## src/rtl/tws_pkg.sv

```systemverilog
package tws_pkg;
  // Strobes from control to datapath, one cycle each
  typedef struct packed {
    logic load;    // host write of a new byte
    logic sample;  // capture the synchronized input bit
    logic shift;   // move the register one place toward the MSB
  } dpStrobes_t;
endpackage

```

## src/rtl/tws_datapath.sv

```systemverilog
module tws_datapath
  import tws_pkg::*;
#(
  parameter int DATA_W = 8
) (
  input  logic              clk,
  input  logic              rstN,
  input  dpStrobes_t        stb,
  input  logic [DATA_W-1:0] loadByte,
  input  logic              sdiBit,
  output logic [DATA_W-1:0] dataQ,
  output logic              sdo
);
  logic sampleQ;

  always_ff @(posedge clk or negedge rstN) begin
    if (!rstN) begin
      sampleQ <= 1'b0;
    end else if (stb.sample) begin
      sampleQ <= sdiBit;
    end
  end

  always_ff @(posedge clk or negedge rstN) begin
    if (!rstN) begin
      dataQ <= '0;
    end else if (stb.load) begin
      dataQ <= loadByte;
    end else if (stb.shift) begin
      dataQ <= {dataQ[DATA_W-2:0], sampleQ};
    end
  end

  assign sdo = dataQ[DATA_W-1];


  load_wins_chk: assert property (@(posedge clk) disable iff (!rstN)
    stb.load |=> dataQ == $past(loadByte));

  shift_order_chk: assert property (@(posedge clk) disable iff (!rstN)
    (stb.shift && !stb.load) |=> dataQ[DATA_W-1:1] == $past(dataQ[DATA_W-2:0]));

  sample_hold_chk: assert property (@(posedge clk) disable iff (!rstN)
    (stb.sample && !stb.shift && !stb.load) |=> $stable(dataQ));
endmodule

```

## src/rtl/tws_control.sv

```systemverilog
module tws_control
  import tws_pkg::*;
#(
  parameter int DATA_W      = 8,
  parameter int SYNC_STAGES = 2,
  localparam int CNT_W      = $clog2(2 * DATA_W)
) (
  input  logic             clk,
  input  logic             rstN,
  input  logic             cfgWr,
  input  logic             cfgMode,
  input  logic             cfgMaster,
  input  logic             toggleReq,
  input  logic             clrReq,
  input  logic             loadReq,
  input  logic             sckIn,
  input  logic             sdiIn,
  output dpStrobes_t       stb,
  output logic             sdiBit,
  output logic             sckOutQ,
  output logic             modeQ,
  output logic             masterQ,
  output logic             flagQ,
  output logic [CNT_W-1:0] cntQ
);
  localparam logic [CNT_W-1:0] CNT_LAST = CNT_W'(2 * DATA_W - 1);

  logic sckSync;
  logic lineLevel, prevLine, maskQ;
  logic edgeOk, risingEdge, sampleEdge;

  // Synchronizers for the external clock and data input
  generate
    if (SYNC_STAGES <= 1) begin : g_sync1
      logic sckR, sdiR;
      always_ff @(posedge clk or negedge rstN) begin
        if (!rstN) begin
          sckR <= 1'b0;
          sdiR <= 1'b0;
        end else begin
          sckR <= sckIn;
          sdiR <= sdiIn;
        end
      end
      assign sckSync = sckR;
      assign sdiBit  = sdiR;
    end else begin : g_syncN
      logic [SYNC_STAGES-1:0] sckPipe, sdiPipe;
      always_ff @(posedge clk or negedge rstN) begin
        if (!rstN) begin
          sckPipe <= '0;
          sdiPipe <= '0;
        end else begin
          sckPipe <= {sckPipe[SYNC_STAGES-2:0], sckIn};
          sdiPipe <= {sdiPipe[SYNC_STAGES-2:0], sdiIn};
        end
      end
      assign sckSync = sckPipe[SYNC_STAGES-1];
      assign sdiBit  = sdiPipe[SYNC_STAGES-1];
    end
  endgenerate

  // Configuration and master clock
  always_ff @(posedge clk or negedge rstN) begin
    if (!rstN) begin
      modeQ   <= 1'b0;
      masterQ <= 1'b0;
      sckOutQ <= 1'b0;
      maskQ   <= 1'b0;
    end else begin
      maskQ <= cfgWr;
      if (cfgWr) begin
        modeQ   <= cfgMode;
        masterQ <= cfgMaster;
        sckOutQ <= cfgMode;
      end else if (toggleReq) begin
        sckOutQ <= ~sckOutQ;
      end
    end
  end

  // Edge detection on the selected clock line
  assign lineLevel  = masterQ ? sckOutQ : sckSync;
  assign edgeOk     = (lineLevel ^ prevLine) && !maskQ && !flagQ && !loadReq && !clrReq;
  assign risingEdge = lineLevel;
  assign sampleEdge = risingEdge ^ modeQ;

  always_ff @(posedge clk or negedge rstN) begin
    if (!rstN) begin
      prevLine <= 1'b0;
    end else begin
      prevLine <= lineLevel;
    end
  end

  // Edge counter and done flag
  always_ff @(posedge clk or negedge rstN) begin
    if (!rstN) begin
      cntQ  <= '0;
      flagQ <= 1'b0;
    end else begin
      if (loadReq || clrReq) begin
        cntQ <= '0;
      end else if (edgeOk) begin
        cntQ <= cntQ + 1'b1;
      end
      if (clrReq) begin
        flagQ <= 1'b0;
      end else if (edgeOk && cntQ == CNT_LAST) begin
        flagQ <= 1'b1;
      end
    end
  end

  always_comb begin
    stb.load   = loadReq;
    stb.sample = edgeOk && sampleEdge;
    stb.shift  = edgeOk && !sampleEdge;
  end


  flag_set_chk: assert property (@(posedge clk) disable iff (!rstN)
    $rose(flagQ) |-> $past(cntQ) == CNT_LAST && cntQ == '0);

  flag_freeze_chk: assert property (@(posedge clk) disable iff (!rstN)
    (flagQ && !clrReq && !loadReq) |=> $stable(cntQ));

  toggle_chk: assert property (@(posedge clk) disable iff (!rstN)
    (toggleReq && !cfgWr) |=> sckOutQ != $past(sckOutQ));

  clear_chk: assert property (@(posedge clk) disable iff (!rstN)
    clrReq |=> !flagQ && cntQ == '0);

  one_strobe_chk: assert property (@(posedge clk) disable iff (!rstN)
    $onehot0({stb.sample, stb.shift}));
endmodule

```

## src/rtl/tws_shift_unit.sv

```systemverilog
module tws_shift_unit
  import tws_pkg::*;
#(
  parameter int DATA_W      = 8,
  parameter int SYNC_STAGES = 2
) (
  input  logic              clk,
  input  logic              rstN,
  input  logic              busWrEn,
  input  logic [1:0]        busAddr,
  input  logic [DATA_W-1:0] busWrData,
  output logic [DATA_W-1:0] busRdData,
  input  logic              sckIn,
  input  logic              sdi,
  output logic              sckOut,
  output logic              sdo,
  output logic              irq
);
  localparam int CNT_W = $clog2(2 * DATA_W);
  localparam logic [1:0] ADDR_DATA = 2'd0;
  localparam logic [1:0] ADDR_CFG  = 2'd1;
  localparam logic [1:0] ADDR_CMD  = 2'd2;

  dpStrobes_t        stb;
  logic              sdiBit, modeQ, masterQ, flagQ;
  logic [CNT_W-1:0]  cntQ;
  logic [DATA_W-1:0] dataQ, cfgView;
  logic              loadReq, cfgWr, cmdWr;

  assign loadReq = busWrEn && busAddr == ADDR_DATA;
  assign cfgWr   = busWrEn && busAddr == ADDR_CFG;
  assign cmdWr   = busWrEn && busAddr == ADDR_CMD;

  tws_control #(.DATA_W(DATA_W), .SYNC_STAGES(SYNC_STAGES)) u_ctrl (
    .clk(clk), .rstN(rstN),
    .cfgWr(cfgWr), .cfgMode(busWrData[0]), .cfgMaster(busWrData[1]),
    .toggleReq(cmdWr && busWrData[0]), .clrReq(cmdWr && busWrData[1]),
    .loadReq(loadReq), .sckIn(sckIn), .sdiIn(sdi),
    .stb(stb), .sdiBit(sdiBit), .sckOutQ(sckOut),
    .modeQ(modeQ), .masterQ(masterQ), .flagQ(flagQ), .cntQ(cntQ)
  );

  tws_datapath #(.DATA_W(DATA_W)) u_dp (
    .clk(clk), .rstN(rstN), .stb(stb), .loadByte(busWrData),
    .sdiBit(sdiBit), .dataQ(dataQ), .sdo(sdo)
  );

  always_comb begin
    cfgView          = '0;
    cfgView[0]       = modeQ;
    cfgView[1]       = masterQ;
    cfgView[3]       = flagQ;
    cfgView[4 +: CNT_W] = cntQ;
  end

  always_comb begin
    case (busAddr)
      ADDR_DATA: busRdData = dataQ;
      ADDR_CFG:  busRdData = cfgView;
      default:   busRdData = '0;
    endcase
  end

  assign irq = flagQ;


  sdo_msb_chk: assert property (@(posedge clk) disable iff (!rstN)
    sdo == dataQ[DATA_W-1]);

  irq_flag_chk: assert property (@(posedge clk) disable iff (!rstN)
    $rose(irq) |-> $past(cntQ) == CNT_W'(2 * DATA_W - 1));
endmodule

```

## config.mk

```make
export PLATFORM = sky130hd
export DESIGN_NAME = tws_shift_unit
export DESIGN_NICKNAME = d
export VERILOG_FILES = /design/src/rtl/tws_pkg.sv /design/src/rtl/tws_datapath.sv /design/src/rtl/tws_control.sv /design/src/rtl/tws_shift_unit.sv
export SDC_FILE = /design/constraint.sdc
export NUM_CORES = 1
export LEC_CHECK = 0
export BUFFER_PORTS_ARGS = -buffer_cell sky130_fd_sc_hd__buf_2
export CORE_MARGIN = 1.5
export CORE_UTILIZATION = 30
export DETAILED_ROUTE_END_ITERATION = 7
export PLACE_DENSITY = 0.54
export SKIP_LAST_GASP = 1
export SLEW_MARGIN = 20
export SYNTH_ARGS = -nofsm -noshare
export SYNTH_HDL_FRONTEND = slang
export SYNTH_HIERARCHICAL = 1
export SYNTH_SLANG_ARGS = --single-unit
```

## constraint.sdc

```tcl
create_clock -name clk -period 2.9 [get_ports clk]
set_input_delay 0.145 -clock clk [delete_from_list [all_inputs] [get_ports clk]]
set_output_delay 0.145 -clock clk [all_outputs]
set_load 0.05 [all_outputs]
```

==> qor.csv, run 1 <==
metric;value;unit
area delta synth->final;18.2;%
Num CTS Buffers;3;
Yosys cell types;25;
sw frac;40.0;%
Flop pwr share;44.8;%
die area;4320;um2
first-pass GRT wire length;3730;um
Peak Freq;0.500;GHz
FF+latch area;576;um2
Vias/cell;4.55;
slowest stage cell, crit path;or2_1;
Worst VDD drop;0.000318;V
maxcap violations;0;
WS Path Type;in -> reg;
total global-route track usage;11.3;%
worst min-delay path class;in -> reg;
Comb pwr share;37.8;%
Clock Power Share;17.3;%
area of the multi-input gates;537;um2
NetSw;452;uW
Synth Warn #;6;
Post-CTS Setup Inserts;0;
antenna viol nets, final;0;
clock slew at reported path FFs;80;ps
WL per Instance;11.9;um
status;complete, no violations;
vias in the first global route;826;
count of nets after finishing;156;
Detailed Place HPWL;1700;um
initial drt markers;15;
post-route clock period utilization;69.0;%
crit-path cells;buf_2 > nor2b_4 > and2b_1 > or2_1 > or3_4 > a21oi_1 > buf_4 > mux2i_1 > o21ai_1;
most frequent cells in the layout;buf_2, dfrtp_1, mux2i_1;
core footprint;3720;um2
Final Max Tran Viols;0;
clk buf depth;2;
Fillers;382;
Worst EP required;3030;ps
chip height;65.7;um
worst rel slew slack;65.9;%
initial antenna violation count;0;
internal power;679;uW
worst-margin pin slew;511;ps
residual DRC count;0;
Avg Inst Size Synth;10.5;um2
TritonCTS Sinks;23;
Setup Viol. Count Final;0;
I/O pin count;26;
ant diodes;0;
most common cell after layout, fill and taps aside;buf_2;
final hold violations;0;
Critical Path Max Stage Delay;350;ps
port bufs;25;
GR Overflow Total;0;
Tot Pwr;1130;uW
Max FO, Critical Path;17;
Clock Skews;1.45;ps
latest clock arrival within the worst-skew pair;260;ps
Die Wd;65.7;um
Fin Hold WS;89.2;ps
CTS H-tree depth;1;
Final GP Congestion;0.716;
Mapped Area;1180;um2
Worst Setup End Kind;flop;
Synth Instances;112;
P_leak;0.000660;uW
pwr/cell area;810;nW/um2
sequential area share after synthesis;48.7;%
layout cells sized above 1;25.2;%
Pre-Repair DR Iteration Count;4;
total wire length;2230;um
CTS tree;built;
Site Rows;22;
vias;851;
min cycle time layout;2000;ps
pin count of the biggest net entering global routing;24;
synthesized net count;128;
unrepaired setup endpoints after global routing;false;
Worst Setup Start Kind;primary input;
Clock Tree Root;clkbuf_8;
setup_tns;0;ps
Starting Density;31.8;%
FF+latch count, synth;23;
Worst EP arrival;2130;ps
## timing repair
| action | CTS | global route |
|---|---|---|
| endpoints found under the hold margin | 25 | 0 |
| endpoints found under the setup margin | 0 | 0 |
| resized for setup | 0 | 0 |
| hold buffers | 3 | 0 |
## cells in the mapped netlist (all sizes together)
cell / number / area (um2)
o21ai: 12 / 60.1
nor2: 10 / 37.5
inv: 4 / 15.0
mux2: 2 / 22.5
and2b: 1 / 7.51
nor3b: 2 / 15.0
buf: 6 / 53.8
or3: 6 / 42.5
xor2: 2 / 17.5
ha: 1 / 12.5
xnor2: 1 / 8.76
dfrtp: 23 / 576
nor2b: 1 / 13.8
nand3: 4 / 20.0
nor3: 1 / 5.00
a21oi: 5 / 25.0
mux2i: 18 / 193
nand2: 10 / 37.5
and3: 2 / 12.5
or2: 1 / 6.26
## registers in the layout, indices dropped and copies added (netlist names), 2 cells and up
register	flops
u_ctrl/g_syncN.sdiPipe	2
u_dp/dataQ	8
u_ctrl/g_syncN.sckPipe	2
u_ctrl/cntQ	4
## metal layers
| layer | GRT usage [%] | part of all wire, % | routed length, um |
|---|---|---|---|
| met1 | 14.8 | 49 | 1090 |
| met5 | 0 | 0 | 0 |
| met4 | 6.25 | 1.7 | 39 |
| met3 | 2.40 | 4.8 | 107 |
| met2 | 17.3 | 45 | 992 |
## worst max-delay path, delay by kind of cell
| kind | cells | cell delay (ps) |
|---|---|---|
| AO/OA/AOI/OAI | 2 | 210 |
| buffers and inverters | 2 | 470 |
| multiplexers | 1 | 200 |
| AND/OR/NAND/NOR | 4 | 1100 |
## layout make-up
| cell class | count | area share, % |
|---|---|---|
| well taps | 48 | 4.30 |
| repair buffers | 29 | 11.6 |
| flip-flops and latches | 23 | 41.2 |
| clock inverters | 1 | 0.358 |
| inverters | 4 | 1.08 |
| multi-input cells | 79 | 38.4 |
| clock buffers | 3 | 2.96 |
## final timing paths
path                       cells after the start  slack [ps]                                  end                           startpoint
max                                            9         900            u_dp/dataQ[0]$_DFFE_PN0P_                           busAddr[0]
min                                            3          90            u_dp/dataQ[6]$_DFFE_PN0P_                         busWrData[6]
max reg2reg                                    6        1130            u_dp/dataQ[0]$_DFFE_PN0P_           u_ctrl/masterQ$_DFFE_PN0P_
min reg2reg                                    0         350  u_ctrl/g_syncN.sckPipe[1]$_DFF_PN0_  u_ctrl/g_syncN.sckPipe[0]$_DFF_PN0_
max in group asynchronous                      2        2170  u_ctrl/g_syncN.sckPipe[0]$_DFF_PN0_                                 rstN
min in group asynchronous                      2         380            u_dp/dataQ[6]$_DFFE_PN0P_                                 rstN
## power groups by stage
stage | Sequential (uW) | Combinational [uW] | Clock, uW
2_1_floorplan | 530 | 320 | 0
3_3_place_gp | 516 | 426 | 0
3_5_place_dp | 517 | 428 | 0
4_1_cts | 510 | 433 | 205
5_1_grt | 527 | 467 | 219
6_report | 507 | 428 | 196
## logic make-up after synthesis
family / count (synthesis) / share of synthesized area (%)
buf+inv: 10 / 5.82
compound gates: 17 / 7.20
mux: 20 / 18.2
flops: 23 / 48.7
xor+xnor: 3 / 2.22
simple gates: 38 / 16.7
fa+ha+maj: 1 / 1.06
## metrics by stage
stage	std cells	worst slack (ps)	util (%)	instance area (um2)
2_1_floorplan	112	1030	-	1180
3_3_place_gp	180	657	35.5	1320
3_5_place_dp	180	599	35.5	1320
4_1_cts	187	891	37.6	1400
5_1_grt	187	741	37.6	1400
6_report	187	899	37.6	1400
Power figures use the tool's default switching activity.
==> run 2, diff against run 1 <==
--- a/config.mk
+++ b/config.mk
@@ -5,6 +5,7 @@
 export SDC_FILE = /design/constraint.sdc
 export NUM_CORES = 1
 export LEC_CHECK = 0
+export ABC_AREA = 1
 export BUFFER_PORTS_ARGS = -buffer_cell sky130_fd_sc_hd__buf_2
 export CORE_MARGIN = 1.5
 export CORE_UTILIZATION = 30
==> constraint.sdc (replaced) <==
create_clock -name clk -period 2.07 [get_ports clk]
set_input_delay 0.1035 -clock clk [delete_from_list [all_inputs] [get_ports clk]]
set_output_delay 0.1035 -clock clk [all_outputs]
set_load 0.05 [all_outputs]
==> run 2 against run 1 <==
  * Die area increased by 5.4%
  * Clock skew increased by 4.3 ps
  * Sequential power increased by 45%
  * Sequential share of layout area decreased by 2.3 points
  * Synthesized cell count increased by 34%
  * Largest cell class unchanged
  * Largest power group unchanged
==> qor.csv, run 2 <==
metric;value;unit
status;complete, no violations;
Site Rows;23;
Max FO, Critical Path;9;
most frequent cells in the layout;nand2_1, nand3_1, buf_2;
internal power;936;uW
hold endpoint;u_dp/dataQ[6]$_DFFE_PN0P_;
Mapped Area;1250;um2
core footprint;4000;um2
worst min-delay path class;in -> reg;
initial drt markers;55;
Clock Skews;5.76;ps
post-route clock period utilization;69.6;%
Worst EP arrival;1590;ps
vias in the first global route;1008;
most common cell after layout, fill and taps aside;nand2_1;
Core Util, Final;37.0;%
ys flop type;dfrtp_1;
Vias/cell;4.38;
maxcap violations;0;
final hold violations;0;
pin count of the biggest net entering global routing;24;
R2R depth;9;
asr flop ratio synth;100;%
Final GP Congestion;0.839;
Comb pwr share;38.5;%
Avg Inst Size Synth;8.32;um2
latest clock arrival within the worst-skew pair;260;ps
sw frac;43.1;%
WL per Instance;11.4;um
min cycle time layout;1440;ps
reg-to-reg startpoint;u_ctrl/flagQ$_DFFE_PN0P_;
worst-margin pin slew;519;ps
sequential area share after synthesis;46.1;%
Synth Warn #;6;
worst rel slew slack;65.4;%
Flop pwr share;44.6;%
PostCTS Resize Cnt;0;
Synth Instances;150;
Worst Setup End Kind;flop;
initial antenna violation count;0;
top flop regs;u_dp/dataQ: 8 flops, u_ctrl/cntQ: 4 flops;
Pre-Repair DR Iteration Count;4;
CTS H-tree depth;1;
largest cells by area after synthesis;dfrtp_1, nand2_1, nand3_1, inv_1, nor2_8;
top cell type by total area after synthesis;dfrtp_1;
antenna viol nets, final;0;
Yosys cell types;22;
hold depth;3;
synthesized net count;166;
Clock Power Share;17.0;%
most common cell in the netlist;nand2_1;
Biggest register;u_dp/dataQ;
Worst Setup Start Kind;flop;
count of nets after finishing;196;
die area;4550;um2
Clock Tree Root;clkbuf_8;
Worst VDD drop;0.000532;V
hold buffer count at cts;3;
Starting Density;31.2;%
worst r2r dst;u_dp/dataQ[0]$_DFFE_PN0P_;
CTS tree;built;
Final Max Tran Viols;0;
clk buf depth;2;
top cell type's share of synthesized area;46.1;%
Num CTS Buffers;3;
NetSw;709;uW
chip height;67.5;um
WS Path Type;reg -> reg;
unrepaired setup endpoints after global routing;false;
Setup Viol. Count Final;0;
clock slew at reported path FFs;80;ps
I/O pin count;26;
R2R setup slack;630;ps
Peak Freq;0.694;GHz
port bufs;25;
area delta synth->final;18.7;%
hold_sp;busWrData[6];
GR Overflow Total;0;
vias;1003;
total wire length;2610;um
Detailed Place HPWL;2010;um
first-pass GRT wire length;4440;um
layout cells sized above 1;26.3;%
FF+latch count, synth;23;
ant diodes;0;
Post-synth EDFFs;0;
TritonCTS Sinks;23;
total global-route track usage;13.3;%
setup_tns;0;ps
Post-synth top cells;nand2_1, nand3_1, dfrtp_1;
max FFs per register;8;
residual DRC count;0;
P_leak;0.000778;uW
pwr/cell area;1110;nW/um2
Post-CTS Setup Inserts;0;
Die Wd;67.5;um
Worst EP required;2220;ps
Fillers;423;
-- run 2: changes by cell type after synthesis, sizes merged, moves of 4 or more --
| cell | change |
|---|---|
| mux2i | -18 |
| o21ai | -6 |
| inv | +14 |
| or3 | -6 |
| nand3 | +27 |
| a21oi | -4 |
| nand2 | +36 |
-- run 2: layer usage --
metal / GRT usage [%] / wire length [um]
met5: 0 / 0
met4: 4.85 / 19
met1: 15.5 / 1200
met3: 4.17 / 94
met2: 22.7 / 1290
-- run 2: worst max path at each step --
| stage | slack (ps) | depth (start not counted) | start | endpoint |
|---|---|---|---|---|
| 6_report | 630 | 9 | u_ctrl/flagQ$_DFFE_PN0P_ | u_dp/dataQ[0]$_DFFE_PN0P_ |
| 3_3_place_gp | 440 | 13 | busAddr[0] | u_dp/dataQ[7]$_DFFE_PN0P_ |
| 5_1_grt | 480 | 9 | u_ctrl/flagQ$_DFFE_PN0P_ | u_dp/dataQ[0]$_DFFE_PN0P_ |
| 3_5_place_dp | 430 | 13 | busAddr[0] | u_dp/dataQ[0]$_DFFE_PN0P_ |
| 2_1_floorplan | 470 | 8 | u_ctrl/sckOutQ$_DFFE_PN0P_ | u_dp/dataQ[7]$_DFFE_PN0P_ |
| 4_1_cts | 610 | 9 | u_ctrl/flagQ$_DFFE_PN0P_ | u_dp/dataQ[0]$_DFFE_PN0P_ |
-- run 2: area by class of cell --
cell class                 instances  area [um2]  share of cell area (%)
sequential                        23         576                    38.9
inverter                          19        71.3                    4.82
timing repair buffer              30         170                    11.5
multi-input combinational        103         556                    37.5
clock buffer                       4        45.0                    3.04
tap                               50        62.6                    4.23
-- run 2: worst max-delay path, cell delays in order, from the launching register on --
cell and delay (ps):
dfrtp_1 420, inv_2 70, nand2_1 80, nor2_4 120
nand3_4 130, nor2_1 130, buf_4 190, nor2_8 60
nand2_1 60, nand3_1 70
-- run 2: logic make-up after synthesis --
logic type               synth area share (%)
AND/OR/NAND/NOR                          37.9
buffers and inverters                    9.33
flip-flops                               46.1
AO/OA/AOI/OAI                            2.81
XOR/XNOR                                 2.81
adder cells (fa/ha/maj)                  1.00
-- run 2: per-stage QoR --
step / area [um2] / setup WS, ps / total power, uW / cells / hold WS, ps
final: 1480 / 629 / 1650 / 229 / 48.1
after global routing: 1480 / 483 / 1780 / 229 / 41.3
after CTS: 1480 / 610 / 1670 / 229 / 40.3
after detailed placement: 1410 / 430 / 1370 / 222 / 120
after global placement: 1410 / 439 / 1380 / 222 / 104
after floorplan: 1250 / 465 / 1220 / 150 / -192
-- run 2: power by group through the flow --
stage	clock [uW]	combinational (uW)	sequential, uW
5_1_grt	320	703	756
3_3_place_gp	0	632	746
2_1_floorplan	0	462	758
3_5_place_dp	0	636	738
6_report	279	633	733
4_1_cts	298	642	729
==> run 3, diff against run 2 <==
--- a/config.mk
+++ b/config.mk
@@ -10,7 +10,7 @@
 export CORE_MARGIN = 1.5
 export CORE_UTILIZATION = 30
 export DETAILED_ROUTE_END_ITERATION = 7
-export PLACE_DENSITY = 0.54
+export PLACE_DENSITY = 0.56
 export SKIP_LAST_GASP = 1
 export SLEW_MARGIN = 20
 export SYNTH_ARGS = -nofsm -noshare
==> constraint.sdc (replaced) <==
create_clock -name clk -period 1.3 [get_ports clk]
set_input_delay 0.065 -clock clk [delete_from_list [all_inputs] [get_ports clk]]
set_output_delay 0.065 -clock clk [all_outputs]
set_load 0.05 [all_outputs]
==> run 3 against run 2 <==
  * Largest power group is now combinational cells
  * Wire length up 6.3%
  * Final cell count is 7.4% higher
  * Die area is the same
  * Sequential cell count unchanged
  * Critical path type unchanged
  * The flow now finishes with violations (negative setup slack)
==> qor.csv, run 3 (synthesized netlist as in run 2, its figures left out) <==
metric;value;unit
top flop regs;u_dp/dataQ: 8 flops, u_ctrl/cntQ: 4 flops;
Clock Skews;1.92;ps
internal power;1640;uW
max FFs per register;8;
post-route clock period utilization;108;%
worst min-delay path class;in -> reg;
Worst Slack Setup Final;-98.9;ps
core footprint;4000;um2
GR Util met2;24.4;%
I/O pin count;26;
chip height;67.5;um
Setup Viol. Count Final;9;
met1 Use GR;16.7;%
Peak Freq;0.715;GHz
Comb pwr share;43.3;%
Pre-Repair DR Iteration Count;4;
Flop pwr share;41.2;%
residual DRC count;0;
GR Util met3;2.17;%
Max FO, Critical Path;8;
first-pass GRT wire length;4780;um
most common cell after layout, fill and taps aside;nand2_1;
Biggest register;u_dp/dataQ;
status;finished, violations left;
reg-to-reg startpoint;u_ctrl/masterQ$_DFFE_PN0P_;
Starting Density;31.2;%
setup_tns;-699;ps
gr busiest metal;met2;
P_leak;0.000879;uW
vias;1096;
worst rel slew slack;66.3;%
clk buf depth;2;
TritonCTS Sinks;23;
area delta synth->final;34.6;%
NetSw;1190;uW
worst setup path end;u_dp/dataQ[1]$_DFFE_PN0P_;
latest clock arrival within the worst-skew pair;260;ps
count of nets after finishing;213;
min cycle time layout;1400;ps
Vias/cell;4.46;
layout cells sized above 1;37.2;%
clock slew at reported path FFs;80;ps
worst-margin pin slew;506;ps
Site Rows;23;
Num CTS Buffers;3;
WL per Instance;11.3;um
vias in the first global route;1136;
Worst Setup Start Kind;flop;
antenna viol nets, final;0;
final hold violations;0;
R2R depth;9;
port bufs;25;
total global-route track usage;13.7;%
Final Max Tran Viols;0;
worst r2r dst;u_dp/dataQ[1]$_DFFE_PN0P_;
Worst VDD drop;0.000669;V
failing checks;negative setup slack;
initial antenna violation count;0;
Place WS;-123;ps
pin count of the biggest net entering global routing;24;
ant diodes;0;
pwr/cell area;1690;nW/um2
WS Path Type;reg -> reg;
most frequent cells in the layout;nand2_1, nand3_1, buf_2;
Final GP Congestion;0.763;
initial drt markers;41;
sw frac;42.1;%
Clock Tree Root;clkbuf_8;
Worst EP required;1500;ps
R2R setup slack;-100;ps
Die Wd;67.5;um
launch point of the worst path;u_ctrl/masterQ$_DFFE_PN0P_;
Worst Setup End Kind;flop;
maxcap violations;0;
unrepaired setup endpoints after global routing;true;
CTS tree;built;
CTS H-tree depth;1;
total wire length;2770;um
Detailed Place HPWL;2150;um
GR Overflow Total;0;
Worst EP arrival;1600;ps
die area;4550;um2
Clock Power Share;15.4;%
## run 3: changes by cell type in the layout (fill, tap and decap cells not counted), sizes merged
cell    change
clkinv      +1
buf        +16
## run 3: power by group through the flow
stage / logic [uW] / clock network, uW / registers, uW
after floorplan: 731 / 0 / 1210
after global placement: 1070 / 0 / 1170
after detailed placement: 1090 / 0 / 1170
after CTS: 1160 / 461 / 1160
after global routing: 1350 / 492 / 1210
final: 1230 / 437 / 1170
## run 3: timing repair
action                                  in CTS  in global routing
gates resized for setup                      8                 10
hold buffers                                 3                  0
endpoints found under the hold margin       25                  0
pin swaps                                    6                  5
buffers inserted                             0                  1
cloned                                       1                  0
endpoints found under the setup margin       9                 13
## run 3: through the flow
| step | power, uW | hold slack, ps | utilization [%] | cell area (um2) | cells |
|---|---|---|---|---|---|
| CTS | 2780 | 12.1 | 40.9 | 1630 | 245 |
| detailed placement | 2260 | 70.2 | 38.0 | 1520 | 237 |
| global route | 3050 | 13.5 | 42.0 | 1680 | 246 |
| finish | 2830 | 20.8 | 42.0 | 1680 | 246 |
| global placement | 2240 | 74.1 | 38.0 | 1520 | 237 |
| floorplan | 1940 | -231 | - | 1250 | 150 |
## run 3: metal layers
layer  up-vias  part of all wire (%)
li1        562                     -
met1       520                    44
met2        10                    53
met3         4                   1.6
met4         0                   1.0
met5         -                     0
## run 3: layout make-up
type | count | area [um2]
Sequential cell | 23 | 579
Clock inverter | 1 | 5.00
Tap cell | 50 | 62.6
Inverter | 19 | 71.3
Clock buffer | 3 | 41.3
Timing Repair Buffer | 47 | 315
Fill cell | 412 | 2320
Multi-Input combinational cell | 103 | 604
## run 3: worst min-delay path by stage
stage                             from  cells after the start                          to
after floorplan                   rstN                      0  u_ctrl/cntQ[0]$_DFFE_PN0P_
after global placement            rstN                      1  u_ctrl/cntQ[1]$_DFFE_PN0P_
after detailed placement          rstN                      1  u_ctrl/cntQ[0]$_DFFE_PN0P_
after CTS                 busWrData[3]                      3   u_dp/dataQ[3]$_DFFE_PN0P_
after global routing      busWrData[6]                      3   u_dp/dataQ[6]$_DFFE_PN0P_
final                     busWrData[3]                      3   u_dp/dataQ[3]$_DFFE_PN0P_
## run 3: worst max-delay path, cell delays in order (launching register included)
cell	delay, ps
dfrtp_1	420
inv_2	90
nand2_4	60
nand2_4	100
xor2_4	190
nor2_4	60
buf_6	130
nor2_8	150
nand2_1	70
nand3_1	70
